$ cat src/rtl/nibrx_pkg.sv
// Shared types for the nibble-mode reverse receiver.
// Assumes: status lines are already synchronized where these helpers are used.
package nibrx_pkg;

    typedef enum logic [2:0] {
        ST_OFF,      // reception stopped, handshake line high
        ST_ASK_LO,   // first nibble requested, long timeout
        ST_REL_LO,   // first nibble captured, waiting for strobe release
        ST_ASK_HI,   // second nibble requested, short timeout
        ST_REL_HI,   // second nibble captured, waiting for strobe release
        ST_HOLD,     // byte offered to consumer
        ST_TOUT,     // idle timeout reported
        ST_LINKERR   // handshake timeout reported
    } rx_state_t;

    typedef struct packed {
        logic busy;
        logic paper_out;
        logic select;
        logic fault_n;
        logic ack_n;
    } port_status_t;

    localparam int STATUS_W = $bits(port_status_t);

    // Data nibble from the four status lines, lowest bit first as fault_n.
    function automatic logic [3:0] status_nibble(input port_status_t s);
        return {s.busy, s.paper_out, s.select, s.fault_n};
    endfunction

endpackage

$ cat src/rtl/nibrx_sync.sv
// Multi-stage synchronizer for the peripheral status lines.
// Assumes: inputs are idle-high, so every stage resets to ones.
module nibrx_sync #(
    parameter int WIDTH  = 5,
    parameter int STAGES = 2
) (
    input  logic             clk,
    input  logic             rst_n,
    input  logic [WIDTH-1:0] din,
    output logic [WIDTH-1:0] dout
);
    logic [WIDTH-1:0] stage_q [STAGES];

    generate
        for (genvar i = 0; i < STAGES; i++) begin : g_stage
            if (i == 0) begin : g_first
                // Capture the raw lines.
                always_ff @(posedge clk) begin
                    if (!rst_n) stage_q[0] <= '1;
                    else        stage_q[0] <= din;
                end
            end else begin : g_rest
                // Shift through the remaining stages.
                always_ff @(posedge clk) begin
                    if (!rst_n) stage_q[i] <= '1;
                    else        stage_q[i] <= stage_q[i-1];
                end
            end
        end
    endgenerate

    assign dout = stage_q[STAGES-1];
endmodule

$ cat src/rtl/nibrx_timer.sv
// Tick counter for handshake waits; selects the long or short limit.
// Assumes: restart is raised on every wait entry; the limit choice is
// constant within one wait.
module nibrx_timer #(
    parameter int LONG_TICKS  = 2000,
    parameter int SHORT_TICKS = 6
) (
    input  logic clk,
    input  logic rst_n,
    input  logic restart,
    input  logic tick,
    input  logic use_long,
    output logic expired
);
    localparam int MAXT = (LONG_TICKS > SHORT_TICKS) ? LONG_TICKS : SHORT_TICKS;
    localparam int CW   = $clog2(MAXT + 1);
    localparam logic [CW-1:0] LONG_LAST  = CW'(LONG_TICKS - 1);
    localparam logic [CW-1:0] SHORT_LAST = CW'(SHORT_TICKS - 1);

    logic [CW-1:0] cnt_q;
    logic [CW-1:0] last;

    // Pick the final count for the current wait.
    always_comb begin
        last    = use_long ? LONG_LAST : SHORT_LAST;
        expired = tick && (cnt_q == last);
    end

    // Count tick pulses since the wait began.
    always_ff @(posedge clk) begin
        if (!rst_n || restart)       cnt_q <= '0;
        else if (tick && !expired)   cnt_q <= cnt_q + 1'b1;
    end

    AST_COUNT_IN_RANGE: assert property (@(posedge clk) disable iff (!rst_n)
        !restart |=> (cnt_q <= LONG_LAST));
endmodule

$ cat src/rtl/nibrx_fsm.sv
// Handshake sequencer: requests nibbles, captures them, offers the byte.
// Assumes: status and strobe inputs come from the synchronizer; the
// expiry input belongs to the wait in progress.
module nibrx_fsm
    import nibrx_pkg::*;
(
    input  logic         clk,
    input  logic         rst_n,
    input  logic         enable,
    input  port_status_t st,
    input  logic         expired,
    input  logic         byte_ready,
    output logic         restart,
    output logic         use_long,
    output logic         host_busy_n,
    output logic [7:0]   byte_data,
    output logic         byte_valid,
    output logic         err_idle,
    output logic         err_link
);
    rx_state_t  state_q, state_d;
    logic [7:0] data_q;

    // Next-state decision for the handshake.
    always_comb begin
        state_d = state_q;
        unique case (state_q)
            ST_OFF:    if (enable) state_d = ST_ASK_LO;
            ST_ASK_LO: if (!enable)        state_d = ST_OFF;
                       else if (!st.ack_n) state_d = ST_REL_LO;
                       else if (expired)   state_d = ST_TOUT;
            ST_REL_LO: if (!enable)        state_d = ST_OFF;
                       else if (st.ack_n)  state_d = ST_ASK_HI;
                       else if (expired)   state_d = ST_LINKERR;
            ST_ASK_HI: if (!enable)        state_d = ST_OFF;
                       else if (!st.ack_n) state_d = ST_REL_HI;
                       else if (expired)   state_d = ST_LINKERR;
            ST_REL_HI: if (!enable)        state_d = ST_OFF;
                       else if (st.ack_n)  state_d = ST_HOLD;
                       else if (expired)   state_d = ST_LINKERR;
            ST_HOLD:   if (byte_ready)     state_d = enable ? ST_ASK_LO : ST_OFF;
            ST_TOUT,
            ST_LINKERR: if (!enable)       state_d = ST_OFF;
            default:   state_d = ST_OFF;
        endcase
    end

    // State register.
    always_ff @(posedge clk) begin
        if (!rst_n) state_q <= ST_OFF;
        else        state_q <= state_d;
    end

    // Nibble capture on the falling acknowledge.
    always_ff @(posedge clk) begin
        if (!rst_n) begin
            data_q <= '0;
        end else if (state_q == ST_ASK_LO && state_d == ST_REL_LO) begin
            data_q[3:0] <= status_nibble(st);
        end else if (state_q == ST_ASK_HI && state_d == ST_REL_HI) begin
            data_q[7:4] <= status_nibble(st);
        end
    end

    // Output decode from the state.
    always_comb begin
        restart     = (state_d != state_q);
        use_long    = (state_q == ST_ASK_LO);
        host_busy_n = !(state_q == ST_ASK_LO || state_q == ST_ASK_HI);
        byte_valid  = (state_q == ST_HOLD);
        err_idle    = (state_q == ST_TOUT);
        err_link    = (state_q == ST_LINKERR);
        byte_data   = data_q;
    end

    AST_BYTE_HELD: assert property (@(posedge clk) disable iff (!rst_n)
        byte_valid && !byte_ready |=> byte_valid && $stable(byte_data));
    AST_NO_ASK_WHILE_HELD: assert property (@(posedge clk) disable iff (!rst_n)
        byte_valid && !byte_ready |=> host_busy_n);
    AST_STOP_RELEASES: assert property (@(posedge clk) disable iff (!rst_n)
        !enable |=> host_busy_n);
    AST_IDLE_FROM_ASK: assert property (@(posedge clk) disable iff (!rst_n)
        $rose(err_idle) |-> $past(!host_busy_n));
    AST_IDLE_STICKY: assert property (@(posedge clk) disable iff (!rst_n)
        err_idle && enable |=> err_idle);
    AST_LINK_STICKY: assert property (@(posedge clk) disable iff (!rst_n)
        err_link && enable |=> err_link);
    AST_ERR_CLEAR: assert property (@(posedge clk) disable iff (!rst_n)
        !enable && !byte_valid |=> !err_idle && !err_link);
endmodule

$ cat src/rtl/nibble_reverse_rx.sv
// Top of the nibble-mode reverse receiver: synchronizer, timer, sequencer.
// Assumes: the port is already in nibble mode; tick is a clk-domain pulse.
module nibble_reverse_rx
    import nibrx_pkg::*;
#(
    parameter int FIRST_TICKS = 2000,
    parameter int STEP_TICKS  = 6,
    parameter int SYNC_STAGES = 2
) (
    input  logic       clk,
    input  logic       rst_n,
    input  logic       enable,
    input  logic       tick,
    input  logic       ack_n,
    input  logic       fault_n,
    input  logic       select,
    input  logic       paper_out,
    input  logic       busy,
    output logic       host_busy_n,
    output logic       sel_in_n,
    output logic       strobe_n,
    output logic [7:0] byte_data,
    output logic       byte_valid,
    input  logic       byte_ready,
    output logic       err_idle,
    output logic       err_link
);
    port_status_t raw_st, sync_st;
    logic         restart, use_long, expired;

    // Gather the raw status lines.
    always_comb begin
        raw_st.busy      = busy;
        raw_st.paper_out = paper_out;
        raw_st.select    = select;
        raw_st.fault_n   = fault_n;
        raw_st.ack_n     = ack_n;
    end

    nibrx_sync #(.WIDTH(STATUS_W), .STAGES(SYNC_STAGES)) u_sync (
        .clk  (clk),
        .rst_n(rst_n),
        .din  (raw_st),
        .dout (sync_st)
    );

    nibrx_timer #(.LONG_TICKS(FIRST_TICKS), .SHORT_TICKS(STEP_TICKS)) u_timer (
        .clk     (clk),
        .rst_n   (rst_n),
        .restart (restart),
        .tick    (tick),
        .use_long(use_long),
        .expired (expired)
    );

    nibrx_fsm u_fsm (
        .clk        (clk),
        .rst_n      (rst_n),
        .enable     (enable),
        .st         (sync_st),
        .expired    (expired),
        .byte_ready (byte_ready),
        .restart    (restart),
        .use_long   (use_long),
        .host_busy_n(host_busy_n),
        .byte_data  (byte_data),
        .byte_valid (byte_valid),
        .err_idle   (err_idle),
        .err_link   (err_link)
    );

    // Lines unused in this mode stay inactive.
    assign sel_in_n = 1'b1;
    assign strobe_n = 1'b1;

    AST_ONE_ERROR: assert property (@(posedge clk) disable iff (!rst_n)
        $rose(err_link) |-> !err_idle);
endmodule

$ cat config.mk
export PLATFORM = sky130hd
export DESIGN_NAME = nibble_reverse_rx
export DESIGN_NICKNAME = d
export VERILOG_FILES = /design/src/rtl/nibrx_pkg.sv /design/src/rtl/nibrx_sync.sv /design/src/rtl/nibrx_timer.sv /design/src/rtl/nibrx_fsm.sv /design/src/rtl/nibble_reverse_rx.sv
export SDC_FILE = /design/constraint.sdc
export NUM_CORES = 1
export LEC_CHECK = 0
export ABC_AREA = 1
export BUFFER_PORTS_ARGS = -buffer_cell sky130_fd_sc_hd__clkbuf_2
export CAP_MARGIN = 25
export CORE_UTILIZATION = 40
export CTS_CLUSTER_SIZE = 40
export DETAILED_ROUTE_END_ITERATION = 8
export GPL_TIMING_DRIVEN = 0
export HOLD_SLACK_MARGIN = 0.08
export MAX_ROUTING_LAYER = met4
export PLACE_DENSITY = 0.62
export SLEW_MARGIN = 10
export SYNTH_ARGS = -nofsm -noshare
export SYNTH_HDL_FRONTEND = slang
export SYNTH_HIERARCHICAL = 1
export SYNTH_SLANG_ARGS = --single-unit
$ cat constraint.sdc
create_clock -name clk -period 4.77 [get_ports clk]
set_clock_uncertainty 0.05 [all_clocks]
set_input_delay 0.954 -clock clk [delete_from_list [all_inputs] [get_ports clk]]
set_output_delay 0.954 -clock clk [all_outputs]
set_load 0.03 [all_outputs]
==> flow_summary_export.csv <==
group,metric,value,unit
worst_setup_path,timing.rr.start,"u_fsm/state_q[2]",
worst_setup_path,rrSetupSlack,1.71,ns
worst_setup_path,cp.arrival,3.22,ns
die,initial_core_util,41.9,%
logic_synthesis,synthDominantCellAreaShare,35.1,%
final_layout,drive_gt1_share,20.8,%
logic_synthesis,ys_seq_area_share,35.1,%
logic_synthesis,synth_cells,278,
die,die_w,69.5,um
final_layout,final_nets,317,
die,die_h,69.5,um
logic_synthesis,syn_area_per_cell,6.56,um^2
sta,tns,0,ns
sta,timing.final.ws_setup,1.71,ns
power,combPwrFrac,9.1,%
placed_design,dp_slack,1.54,ns
routing,wl,3570,um
logic_synthesis,synth-edff-count,0,
die,io_pins,24,
clocking,cts_tree,"done",
clocking,cts_resized,0,
worst_setup_path,endpoint,"u_timer/cnt_q[5]",
sta,min_period,3.06,ns
power,p_int,0.000408,W
clocking,cts-hold-fix-buffers,0,
clocking,htreeDepth,2,
routing,vias,1621,
sta,max_clock_freq,0.327,GHz
routing,ant_nets,0,
final_layout,post-route-util,47.9,%
sta,setup_violations,0,
global_route,grt_pass1_vias,1519,
logic_synthesis,synthTopCellsByArea,"dfxtp_1 35%, nand2_1 14%, nor2_1 9.7%, inv_1 6.8%, nand3_1 5.8%",
logic_synthesis,synth-async-reset-ratio,0,%
clocking,cts_setup_buffers,0,
worst_setup_path,r2r_cells,20,
sta,min_period_over_period,64.1,%
clocking,clock-sinks,32,
global_route,antenna_found_initial,0,
sta,rsz0062_at_grt,"false",
power,ir_drop,0.000121,V
worst_setup_path,cpMostUsedCell,"nor2_1",
routing,drtIter0Drc,69,
global_route,overflow,0,
die,core,4350,um^2
logic_synthesis,ys_ff_latch,32,
worst_setup_path,end_kind,"flop",
logic_synthesis,synthesis.area,1820,um^2
flow_run,drv_cap,0,
placed_design,hpwl,2610,um
worst_setup_path,startpoint_type,"flop",
worst_setup_path,slowest_stage,"dfxtp_1",
placed_design,place_congestion,0.829,
die,die-area,4830,um^2
logic_synthesis,synth_ff_type,"dfxtp_1",
placed_design,port_buffers,20,
global_route,grt_max_degree,11,
sta,hold_violations,0,
worst_setup_path,cp_max_fo,10,
worst_setup_path,required,4.93,ns
logic_synthesis,synthTopCellsByCount,"67 x nand2_1, 47 x nor2_1, 33 x inv_1, 32 x dfxtp_1, 21 x nand3_1",
logic_synthesis,yosysMostFrequentCell,"nand2_1",
logic_synthesis,synth_top_cell_by_area,"dfxtp_1",
worst_setup_path,worst-setup-path-type,"reg -> reg",
routing,wire_per_inst,9.95,um
power,seqPwrFrac,50.6,%
power,p_switching,0.000141,W
logic_synthesis,yosysWarningCount,6,
sta,drv_slew,0,
power,p_sw_share,25.6,%
clocking,clk_pin_slew_worst_paths,0.07,ns
worst_setup_path,crit_chain,"buf_4 -> inv_2 -> nand3_1 -> inv_2 -> nand2_1 -> inv_1 -> nor2_1 -> nor2_1 -> nand3_2 -> buf_2 -> nor2_1 -> inv_1 -> a21oi_1 -> o21ai_0 -> nand4_1 -> nand2_1 -> nand3_1 -> nor2_1 -> clkinv_1 -> a21oi_1",
clocking,clock_latency,0.28,ns
routing,vias_per_cell,4.52,
outcome,status,"completed",
global_route,grt_pass1_wl,6460,um
routing,detail_route.drc_violations,0,
power,p_clk_share,40.3,%
routing,firstDrtPassIters,6,
power,power_density,263,nW/um^2
logic_synthesis,synth.distinct_cells,27,
clocking,cts_buffers,5,
clocking,clk_path_buf_depth,2,
worst_setup_path,cp_slowest_stage_delay,0.31,ns
clocking,clockRootBuffer,"clkbuf_8",
global_route,track_usage,16.9,%
worst_setup_path,startpoint,"u_fsm/state_q[2]",
worst_setup_path,regToRegEndpoint,"u_timer/cnt_q[5]",
die,num_rows,24,
final_layout,syn2layout_area_growth,14.4,%
hold_path,hold_class,"reg -> reg",
final_layout,diodes,0,
power,power_leakage,1.02,nW
## cells in the final DEF, fill, tap and decap left out
master and count:
nand3_1 21, nor2_1 47, nor3_1 1, nand3b_1 2, a21oi_1 10, inv_2 8
o21ai_0 9, inv_1 33, nand2_1 67, nor2_4 2, buf_2 1, clkinvlp_4 1
conb_1 2, nand2_2 7, buf_4 6, nand2_4 1, ha_1 1, nor2_2 2
clkbuf_1 1, buf_1 2, nand4_1 6, dfxtp_1 32, xor2_1 7, nor2_8 1
a21oi_2 3, a31oi_1 1, clkbuf_2 20, clkinv_1 1, clkbuf_8 6, buf_6 2
nand3_2 4
## critical path, delay by kind of cell, from the launching register on
family | cells | cell delay [ns]
simple gates | 10 | 0.98
buf+inv | 7 | 1.05
flops | 1 | 0.31
compound gates | 3 | 0.58
## registers in the layout, indices dropped and copies added, names as in the netlist
signal	count
u_timer/cnt_q	11
u_sync/stage_q	10
u_fsm/byte_data	8
u_fsm/state_q	3
## layout make-up
| type | instances | area (um^2) |
|---|---|---|
| Multi-Input combinational cell | 194 | 950 |
| Clock inverter | 1 | 7.51 |
| Tap cell | 52 | 65.1 |
| Inverter | 42 | 158 |
| Buffer | 11 | 80.1 |
| Timing Repair Buffer | 20 | 100 |
| Fill cell | 465 | 2270 |
| Sequential cell | 32 | 641 |
| Clock buffer | 7 | 86.3 |
## how the worst min path moves through the flow
stage,endpoint,cells past startpoint,startpoint
3_5_place_dp,u_sync/stage_q[1][1],2,u_sync/stage_q[0][1]
3_3_place_gp,u_sync/stage_q[1][2],2,u_sync/stage_q[0][2]
5_1_grt,u_sync/stage_q[1][4],2,u_sync/stage_q[0][4]
6_report,u_sync/stage_q[1][1],2,u_sync/stage_q[0][1]
2_1_floorplan,u_sync/stage_q[1][0],2,u_sync/stage_q[0][0]
4_1_cts,u_sync/stage_q[1][1],2,u_sync/stage_q[0][1]
## power groups by stage
| stage | clock (W) | combinational [W] | sequential, W |
|---|---|---|---|
| CTS | 0.000227 | 0.0000503 | 0.000278 |
| floorplan | 0 | 0.0000370 | 0.000284 |
| finish | 0.000221 | 0.0000498 | 0.000278 |
| global route | 0.000241 | 0.0000569 | 0.000279 |
| detailed placement | 0 | 0.0000501 | 0.000284 |
| global placement | 0 | 0.0000502 | 0.000284 |
## cells by family after synthesis
family,synth area share (%)
DFF,35.1
xor gates and xnor gates,3.36
buffers and inverters,13.0
adders and majority gates,0.686
other,0.206
AOI/OAI and AO/OA,7.00
and+or+nand+nor,40.6
## metrics by stage
stage,power (W),hold slack [ns],instances,instance area (um^2)
2_1_floorplan,0.000321,0.330,279,1830
3_3_place_gp,0.000334,0.336,351,1990
3_5_place_dp,0.000334,0.335,351,1990
4_1_cts,0.000555,0.353,359,2090
5_1_grt,0.000576,0.386,359,2090
6_report,0.000549,0.353,359,2090
## metal layers
| layer | global-route usage [%] | vias to the layer above | share of wire, % |
|---|---|---|---|
| met5 | - | - | 0 |
| met4 | 6.80 | 0 | 1.4 |
| met3 | 3.63 | 4 | 3.2 |
| met2 | 27.1 | 27 | 46 |
| met1 | 20.6 | 686 | 49 |
| li1 | - | 904 | - |
No activity file was read; power rests on OpenSTA's default activity.
